==> config.mk <==
export PLATFORM = sky130hd
export DESIGN_NAME = tcev_unit
export DESIGN_NICKNAME = d
export VERILOG_FILES = /design/src/rtl/tcev_pkg.sv /design/src/rtl/tcev_ctrl_reg.sv /design/src/rtl/tcev_event_sel.sv /design/src/rtl/tcev_status.sv /design/src/rtl/tcev_irq_ctrl.sv /design/src/rtl/tcev_unit.sv
export SDC_FILE = /design/constraint.sdc
export NUM_CORES = 1
export LEC_CHECK = 0
export BUFFER_PORTS_ARGS = -buffer_cell sky130_fd_sc_hd__buf_2
export CORE_ASPECT_RATIO = 1.5
export CORE_MARGIN = 5
export CORE_UTILIZATION = 35
export CTS_BUF_LIST = sky130_fd_sc_hd__clkbuf_8 sky130_fd_sc_hd__clkbuf_16
export DETAILED_ROUTE_END_ITERATION = 7
export PLACE_DENSITY = 0.7
export SYNTH_ARGS = -nofsm -noshare
export SYNTH_HDL_FRONTEND = slang
export SYNTH_HIERARCHICAL = 1
export SYNTH_SLANG_ARGS = --single-unit
==> constraint.sdc <==
create_clock -name clk -period 2.1 [get_ports clk]
set_clock_uncertainty 0.15 [all_clocks]
set_input_delay 0.42 -clock clk [delete_from_list [all_inputs] [get_ports clk]]
set_output_delay 0.42 -clock clk [all_outputs]
set_load 0.05 [all_outputs]
==> src/rtl/tcev_pkg.sv <==
package tcev_pkg;

    localparam int unsigned NFLAG = 6;

    // flag bit positions (software decodes these)
    localparam int unsigned FLG_ACK   = 0;
    localparam int unsigned FLG_ALARM = 1;
    localparam int unsigned FLG_SEC   = 2;
    localparam int unsigned FLG_TIME  = 3;
    localparam int unsigned FLG_CAL   = 4;
    localparam int unsigned FLG_ERR   = 5;

    // control register field positions
    localparam int unsigned TSEL_LSB = 0;
    localparam int unsigned CSEL_LSB = 4;
    localparam int unsigned CTRL_W   = CSEL_LSB + 2;

    typedef logic [NFLAG-1:0] flag_t;

    typedef enum logic [1:0] {
        TSEL_MINUTE   = 2'd0,
        TSEL_HOUR     = 2'd1,
        TSEL_MIDNIGHT = 2'd2,
        TSEL_NOON     = 2'd3
    } tsel_e;

    typedef enum logic [1:0] {
        CSEL_WEEK  = 2'd0,
        CSEL_MONTH = 2'd1,
        CSEL_YEAR  = 2'd2,
        CSEL_NONE  = 2'd3
    } csel_e;

    typedef enum logic [2:0] {
        RA_CTRL    = 3'd0,
        RA_STATUS  = 3'd1,
        RA_CLEAR   = 3'd2,
        RA_ENABLE  = 3'd3,
        RA_DISABLE = 3'd4,
        RA_MASK    = 3'd5
    } raddr_e;

    typedef struct packed {
        tsel_e tsel;
        csel_e csel;
    } ctrl_t;

    typedef struct packed {
        logic sec;
        logic minute;
        logic hour;
        logic midnight;
        logic noon;
        logic week;
        logic month;
        logic year;
        logic alarm;
        logic upd_ack;
        logic run_err;
    } pulse_t;

    // assemble the per-cycle set vector in flag bit order
    function automatic flag_t gather_set(input pulse_t p, input logic tev, input logic cev);
        flag_t v;
        v            = '0;
        v[FLG_ACK]   = p.upd_ack;
        v[FLG_ALARM] = p.alarm;
        v[FLG_SEC]   = p.sec;
        v[FLG_TIME]  = tev;
        v[FLG_CAL]   = cev;
        v[FLG_ERR]   = p.run_err;
        return v;
    endfunction

    // pack control fields into register layout
    function automatic logic [CTRL_W-1:0] ctrl_pack(input ctrl_t c);
        logic [CTRL_W-1:0] r;
        r                         = '0;
        r[TSEL_LSB +: 2]          = c.tsel;
        r[CSEL_LSB +: 2]          = c.csel;
        return r;
    endfunction

endpackage

==> src/rtl/tcev_ctrl_reg.sv <==
module tcev_ctrl_reg
    import tcev_pkg::*;
(
    input  logic              clk,
    input  logic              rst,
    input  logic              wr_en,
    input  logic [CTRL_W-1:0] wr_bits,
    output ctrl_t             ctrl
);

    always_ff @(posedge clk) begin
        if (rst) begin
            ctrl.tsel <= TSEL_MINUTE;
            ctrl.csel <= CSEL_WEEK;
        end else if (wr_en) begin
            ctrl.tsel <= tsel_e'(wr_bits[TSEL_LSB +: 2]);
            ctrl.csel <= csel_e'(wr_bits[CSEL_LSB +: 2]);
        end
    end

    AST_CTRL_HOLD: assert property (@(posedge clk) disable iff (rst)
        !wr_en |=> $stable(ctrl)) else $error("control changed without write");

endmodule

==> src/rtl/tcev_event_sel.sv <==
module tcev_event_sel
    import tcev_pkg::*;
(
    input  logic   clk,
    input  logic   rst,
    input  ctrl_t  ctrl,
    input  pulse_t pulses,
    output logic   time_evt,
    output logic   cal_evt
);

    always_comb begin
        unique case (ctrl.tsel)
            TSEL_MINUTE:   time_evt = pulses.minute;
            TSEL_HOUR:     time_evt = pulses.hour;
            TSEL_MIDNIGHT: time_evt = pulses.midnight;
            TSEL_NOON:     time_evt = pulses.noon;
            default:       time_evt = 1'b0;
        endcase
    end

    always_comb begin
        unique case (ctrl.csel)
            CSEL_WEEK:  cal_evt = pulses.week;
            CSEL_MONTH: cal_evt = pulses.month;
            CSEL_YEAR:  cal_evt = pulses.year;
            default:    cal_evt = 1'b0;
        endcase
    end

    AST_CAL_RESERVED_SILENT: assert property (@(posedge clk) disable iff (rst)
        (ctrl.csel == CSEL_NONE) |-> !cal_evt) else $error("reserved calendar code fired");

    AST_TIME_HAS_SOURCE: assert property (@(posedge clk) disable iff (rst)
        time_evt |-> (pulses.minute || pulses.hour || pulses.midnight || pulses.noon))
        else $error("time event without any time pulse");

    AST_CAL_HAS_SOURCE: assert property (@(posedge clk) disable iff (rst)
        cal_evt |-> (pulses.week || pulses.month || pulses.year))
        else $error("calendar event without any calendar pulse");

endmodule

==> src/rtl/tcev_status.sv <==
module tcev_status
    import tcev_pkg::*;
(
    input  logic  clk,
    input  logic  rst,
    input  flag_t set_vec,
    input  logic  clr_wr,
    input  flag_t clr_bits,
    output flag_t flags
);

    flag_t clr_eff;
    flag_t flags_nxt;

    assign clr_eff = clr_wr ? clr_bits : '0;

    // set has priority over clear per bit
    generate
        for (genvar i = 0; i < NFLAG; i++) begin : g_bit
            always_comb begin
                if (set_vec[i])
                    flags_nxt[i] = 1'b1;
                else if (clr_eff[i])
                    flags_nxt[i] = 1'b0;
                else
                    flags_nxt[i] = flags[i];
            end
        end
    endgenerate

    always_ff @(posedge clk) begin
        if (rst)
            flags <= '0;
        else
            flags <= flags_nxt;
    end

    AST_SET_WINS: assert property (@(posedge clk) disable iff (rst)
        (set_vec != '0) |=> ((flags & $past(set_vec)) == $past(set_vec)))
        else $error("pulse did not set its flag");

    AST_CLR_DROPS: assert property (@(posedge clk) disable iff (rst)
        clr_wr |=> ((flags & $past(clr_bits & ~set_vec)) == '0))
        else $error("clear command left flag set");

    AST_ZERO_BITS_KEEP: assert property (@(posedge clk) disable iff (rst)
        (clr_wr && set_vec == '0) |=>
            ((flags & ~$past(clr_bits)) == ($past(flags) & ~$past(clr_bits))))
        else $error("clear with zero bit changed flag");

    AST_STICKY: assert property (@(posedge clk) disable iff (rst)
        (!clr_wr && set_vec == '0) |=> $stable(flags))
        else $error("flag changed with no set or clear");

endmodule

==> src/rtl/tcev_irq_ctrl.sv <==
module tcev_irq_ctrl
    import tcev_pkg::*;
(
    input  logic  clk,
    input  logic  rst,
    input  logic  en_wr,
    input  logic  dis_wr,
    input  flag_t wr_bits,
    input  flag_t flags,
    output flag_t mask,
    output logic  irq
);

    flag_t en_bits;
    flag_t dis_bits;

    assign en_bits  = en_wr  ? wr_bits : '0;
    assign dis_bits = dis_wr ? wr_bits : '0;

    always_ff @(posedge clk) begin
        if (rst) begin
            mask <= '0;
            irq  <= 1'b0;
        end else begin
            mask <= (mask | en_bits) & ~dis_bits;
            irq  <= |(flags & mask);
        end
    end

    AST_MASK_SET: assert property (@(posedge clk) disable iff (rst)
        en_wr |=> ((mask & $past(wr_bits)) == $past(wr_bits)))
        else $error("enable did not set mask");

    AST_MASK_CLR: assert property (@(posedge clk) disable iff (rst)
        dis_wr |=> ((mask & $past(wr_bits)) == '0))
        else $error("disable did not clear mask");

    AST_MASK_HOLD: assert property (@(posedge clk) disable iff (rst)
        (!en_wr && !dis_wr) |=> $stable(mask))
        else $error("mask changed without write");

    AST_IRQ_RISE: assert property (@(posedge clk) disable iff (rst)
        ((flags & mask) != '0) |=> irq) else $error("irq missed");

    AST_IRQ_QUIET: assert property (@(posedge clk) disable iff (rst)
        ((flags & mask) == '0) |=> !irq) else $error("spurious irq");

endmodule

==> src/rtl/tcev_unit.sv <==
module tcev_unit
    import tcev_pkg::*;
#(
    parameter int unsigned ADDR_W = 3,
    parameter int unsigned DATA_W = 32
) (
    input  logic              clk,
    input  logic              rst,
    input  logic [ADDR_W-1:0] bus_addr,
    input  logic              bus_wr,
    input  logic [DATA_W-1:0] bus_wdata,
    output logic [DATA_W-1:0] bus_rdata,
    input  logic              p_second,
    input  logic              p_minute,
    input  logic              p_hour,
    input  logic              p_midnight,
    input  logic              p_noon,
    input  logic              p_week,
    input  logic              p_month,
    input  logic              p_year,
    input  logic              p_alarm,
    input  logic              p_upd_ack,
    input  logic              p_run_err,
    output logic              irq
);

    localparam int unsigned LOW_W = (CTRL_W > NFLAG) ? CTRL_W : NFLAG;

    pulse_t pulses;
    ctrl_t  ctrl;
    flag_t  flags;
    flag_t  mask;
    flag_t  set_vec;
    logic   time_evt;
    logic   cal_evt;
    logic   wr_ctrl, wr_clear, wr_enable, wr_disable;

    wire unused_wdata = ^{1'b0, bus_wdata[DATA_W-1:LOW_W], bus_wdata[CSEL_LSB-1:TSEL_LSB+2]};

    assign pulses = '{sec: p_second, minute: p_minute, hour: p_hour,
                      midnight: p_midnight, noon: p_noon, week: p_week,
                      month: p_month, year: p_year, alarm: p_alarm,
                      upd_ack: p_upd_ack, run_err: p_run_err};

    assign wr_ctrl    = bus_wr && (bus_addr == ADDR_W'(RA_CTRL));
    assign wr_clear   = bus_wr && (bus_addr == ADDR_W'(RA_CLEAR));
    assign wr_enable  = bus_wr && (bus_addr == ADDR_W'(RA_ENABLE));
    assign wr_disable = bus_wr && (bus_addr == ADDR_W'(RA_DISABLE));

    tcev_ctrl_reg u_ctrl (
        .clk     (clk),
        .rst     (rst),
        .wr_en   (wr_ctrl),
        .wr_bits (bus_wdata[CTRL_W-1:0]),
        .ctrl    (ctrl)
    );

    tcev_event_sel u_sel (
        .clk      (clk),
        .rst      (rst),
        .ctrl     (ctrl),
        .pulses   (pulses),
        .time_evt (time_evt),
        .cal_evt  (cal_evt)
    );

    assign set_vec = gather_set(pulses, time_evt, cal_evt);

    tcev_status u_status (
        .clk      (clk),
        .rst      (rst),
        .set_vec  (set_vec),
        .clr_wr   (wr_clear),
        .clr_bits (bus_wdata[NFLAG-1:0]),
        .flags    (flags)
    );

    tcev_irq_ctrl u_irq (
        .clk     (clk),
        .rst     (rst),
        .en_wr   (wr_enable),
        .dis_wr  (wr_disable),
        .wr_bits (bus_wdata[NFLAG-1:0]),
        .flags   (flags),
        .mask    (mask),
        .irq     (irq)
    );

    always_comb begin
        bus_rdata = '0;
        if (bus_addr == ADDR_W'(RA_CTRL))
            bus_rdata = DATA_W'(ctrl_pack(ctrl));
        else if (bus_addr == ADDR_W'(RA_STATUS))
            bus_rdata = DATA_W'(flags);
        else if (bus_addr == ADDR_W'(RA_MASK))
            bus_rdata = DATA_W'(mask);
    end

    AST_WO_READ_ZERO: assert property (@(posedge clk) disable iff (rst)
        (bus_addr == ADDR_W'(RA_CLEAR) || bus_addr == ADDR_W'(RA_ENABLE) ||
         bus_addr == ADDR_W'(RA_DISABLE)) |-> (bus_rdata == '0))
        else $error("write-only register read nonzero");

endmodule

== Yosys cells after proc, flatten, opt, wreduce, memory -nomap -nowiden ==
Index checks and enable logic that the tools add are counted.
Word-level totals
  output and inout port bits: 33
  word-level logic and storage cells: 58
  input port bits: 49
  bits in registers: 17
Cells by class
  reductions and logical operators: 14
  bitwise operators: 4
  mux-type cells: 20
  eq/ne operators: 10
Operators with widths (count)
  $mux 6: 6
  $and 6x6->6: 2
  $mux 1: 12
  $reduce_bool 2->1: 6
  $eq 2x2->1 const B: 3
  $eq 3x2->1 const B: 2
  $eq 3x3->1 const B: 2
  $not 6->6: 1
  $or 6x6->6: 1
  $reduce_or 6->1: 1
  $eq 2x1->1 const B: 2
  $logic_and 1x1->1: 4
  $logic_not 2->1: 2
  $pmux 1 s4: 1
  $eq 3x1->1 const B: 1
  $logic_not 3->1: 1
  $pmux 1 s3: 1

== Longest topological paths before layout ==
  depth after elaboration: 5
  gate-level depth with buffers: 5
  depth with buffers taken out: 4

== Modules after synthesis ==
The synthesis kept the hierarchy.
Modules (own cells, without submodules)
  tcev_unit: seq. area each 0.0 µm², area an instance 400.4 µm², times used 1, cells each 52
  tcev_irq_ctrl: seq. area each 140.1 µm², area an instance 244.0 µm², times used 1, cells each 23
  tcev_status: seq. area each 120.1 µm², area an instance 217.7 µm², times used 1, cells each 24
  tcev_ctrl_reg: seq. area each 80.1 µm², area an instance 140.1 µm², times used 1, cells each 13
  tcev_event_sel: seq. area each 0.0 µm², area an instance 45.0 µm², times used 1, cells each 4

== Worst setup path before layout ==
No wires, ideal clock.
  kind: in2out
  start: input port bus_addr[2]
  end: output port bus_rdata[5]
  required time: 1.530 ns
  slack: -0.353 ns
  path buffers: 1
  arrival: 1.883 ns
  stages: 3
  cell sequence: buf_4 a21boi_0 a211oi_1
Between the ends
  word-level cells in the longest chain between the ends: 4
  elaborated cells on any way between the ends: 6
  those cells by class: 2 x eq/ne; 3 x mux; 1 x reduce/logical
Ends and longest elaborated chain
  start, declared: line tcev_unit.sv:9  | input logic [ADDR_W-1:0] bus_addr,
  $eq 3x3->1: line tcev_unit.sv:95  | else if (bus_addr == ADDR_W'(RA_MASK))
  $mux 6: line tcev_unit.sv:95
  $mux 6: line tcev_unit.sv:93  | else if (bus_addr == ADDR_W'(RA_STATUS))
  $mux 6 *: line tcev_unit.sv:91  | if (bus_addr == ADDR_W'(RA_CTRL))
  end, declared: line tcev_unit.sv:12  | output logic [DATA_W-1:0] bus_rdata,
Mark *: on every way between the ends. The rest lies on a longest branch, timed or not.

== Worst setup path after layout ==
  start: input port bus_addr[0]
  end: output port bus_rdata[1]
The elaborated chain is that of the path after synthesis.

==> results.yml <==
final_layout:
  stdcell_area_sq_mm: 0.00121
  final_util: 0.419
  final_common_cell: "buf_2"
  n_antenna_cell: 0
  fillers: 310
  drive_gt1_frac: 0.291
  final_cell_mix: "29 x buf_2, 26 x conb_1, 17 x dfxtp_1, 12 x nor2_1, 11 x mux2i_1"
  nNetsFinal: 198
  areaGrowthSynthToFinish_pct: 15.3
synth:
  synth.distinct_cells: 22
  synth_xor_area_frac: 0
  synth-edff-count: 0
  synth_top_family_by_area: "buffers and inverters"
  synthAdderAreaFrac: 0
  synthMuxAreaShare: 0.127
  ys_warn_count: 6
  avgSynthCellArea_sq_um: 9.03
  yosysSeqAreaShare: 0.325
  ys_seq_elements: 17
  synth-compound-area-share: 0.211
  syn_inst: 116
  syn-cell-area_sq_mm: 0.00105
  ys.flop_type: "dfxtp_1"
  synth_simple_gate_area_frac: 0.0956
  ys_async_sr_fraction: 0
cts:
  cts_buffers: 3
  clock_latency_ns: 0.25
  clk_path_buf_depth: 2
  ctsHoldBuffers: 0
  clkSinkCount: 17
  cts_setup_buffers: 0
  htreeDepth: 1
  tritoncts: "done"
  clock-root-buffer: "clkbuf_8"
  cts_resized: 0
  clk_pin_slew_ns: 0.06
setup_path:
  critPathRequiredTime_ns: 1.53
  crit_slowest_cell: "buf_2"
  cp-end-kind: "primary output"
  cp_common_cell: "buf_2"
  critPathKind: "input pin to primary output"
  slowest_delay_ns: 0.29
  worst_path_dominant_cell_family: "buffers and inverters"
  cp_num_buf_inv: 2
  cp.arrival_ns: 1.32
  startpoint_type: "input pin"
  cp_max_fo: 13
  cp_cell_sequence: "buf_2 -> mux2i_1 -> a211oi_2 -> buf_2"
sta:
  min_period_ns: 1.89
  tns_ns: 0
  drv_slew: 0
  rsz0062_at_grt: "false"
  finalSetupViolCount: 0
  finalHoldViolations: 0
  holdWs_ns: 0.241
  max_freq_mhz: 530
  period_share: 0.898
routing:
  route.detailed.drc: 0
  vias_per_cell: 4.68
  antenna_left: 0
  wire_per_inst_microns: 13.2
  wl_microns: 2480
  first_pass_iters: 4
  vias: 876
  drt_iter0_drc: 34
outcome:
  outcome: "finished clean"
run:
  maxCapViolCount: 0
power:
  combinationalPowerShare: 0.277
  pwr-share-clk: 0.289
  power.share.sequential: 0.434
  p_int_w: 0.000513
  ir_worst_vdd_mv: 0.317
  power_density_mw_per_mm2: 662
  sw_frac_of_total: 0.358
  p_sw_w: 0.000287
  leakage_nw: 0.553
place:
  hpwlAfterDp_microns: 2000
  globalplace.congestion: 0.817
  placed_cell_area_sq_mm: 0.00116
  numPortBuffers: 29
die:
  start_util: 0.363
  pin_count: 82
  rows: 24
  coreArea_sq_mm: 0.00288
  die_w_microns: 54.7
  die_y_microns: 77.0
  dieArea_sq_mm: 0.00421
global_routing:
  grt_max_degree: 18
  track_usage: 0.124
  grt_pass1_wl_microns: 3980
  antenna_found_initial: 0
  grt_pass1_vias: 946
  grt_overflow: 0
hold_path:
  hold_class: "input pin to flip-flop"
==> per-layer routing <==
layer / routed length [microns] / share of wire / GRT usage
met4: 51 / 0.021 / 0.0748
met3: 204 / 0.082 / 0.0155
met1: 971 / 0.39 / 0.144
met2: 1250 / 0.50 / 0.204
met5: 0 / 0 / 0
==> per-stage QoR <==
stage	cells	total power (W)	setup WS, ns
4_1_cts	187	0.000804	0.205
3_5_place_dp	183	0.000573	0.207
6_report	187	0.000800	0.214
5_1_grt	187	0.000839	0.134
2_1_floorplan	141	0.000563	0.00543
3_3_place_gp	183	0.000569	0.202
==> synthesized netlist by cell type (all sizes together) (2+ instances only) <==
cell	number	area [sq um]
a211oi	10	75.1
a21boi	4	30.0
a21oi	6	30.0
a22oi	3	22.5
a311oi	6	52.6
buf	28	214
clkbuf	2	8.75
dfxtp	17	340
inv	7	26.3
mux2i	11	110
nor2	12	45.0
nor4b	2	17.5
==> worst reg2reg max path: cells and delay by family, from the launching register on <==
family / cells / cell delay [ns]
multiplexers: 1 / 0.54
AO/OA/AOI/OAI: 1 / 0.06
AND/OR/NAND/NOR: 1 / 0.12
flip-flops: 1 / 0.37
==> final timing paths <==
kind                                  start                        endpoint  slack (ns)  cells after the start
max                             bus_addr[0]                    bus_rdata[1]        0.21                      4
min                            bus_wdata[2]        u_irq/mask[2]$_SDFF_PP0_        0.24                      2
max reg2reg     u_ctrl/ctrl[2]$_SDFFE_PP0P_  u_status/flags[3]$_SDFFE_PP0P_        0.75                      3
min reg2reg  u_status/flags[1]$_SDFFE_PP0P_  u_status/flags[1]$_SDFFE_PP0P_        0.37                      2
==> cells by family (layout without fill, tap and decap cells) <==
group,Yosys count,in the layout
muxes,12,12
and+or+nand+nor,18,18
buffers and inverters,37,44
DFF,17,17
other,1,26
AOI/OAI and AO/OA,31,31
==> flip-flops by register name (all words and copies together) (netlist names) <==
name and cells:
u_irq/irq 1, u_irq/mask 6, u_ctrl/ctrl 4, u_status/flags 6
==> layout make-up <==
class	count	area, sq um	area share
clock buffer	3	41.3	0.0342
clock inverter	1	3.75	0.00311
inverter	7	26.3	0.0218
multi-input combinational	87	572	0.474
sequential	17	340	0.282
tap	39	48.8	0.0404
timing repair buffer	33	175	0.145
==> power by group through the flow <==
stage / Combinational [W] / Sequential, W / Clock (W)
6_report: 0.000221 / 0.000347 / 0.000231
4_1_cts: 0.000219 / 0.000348 / 0.000237
5_1_grt: 0.000234 / 0.000349 / 0.000256
3_3_place_gp: 0.000215 / 0.000354 / 0
2_1_floorplan: 0.000211 / 0.000353 / 0
3_5_place_dp: 0.000219 / 0.000355 / 0
No activity file was read; power rests on OpenSTA's default activity.
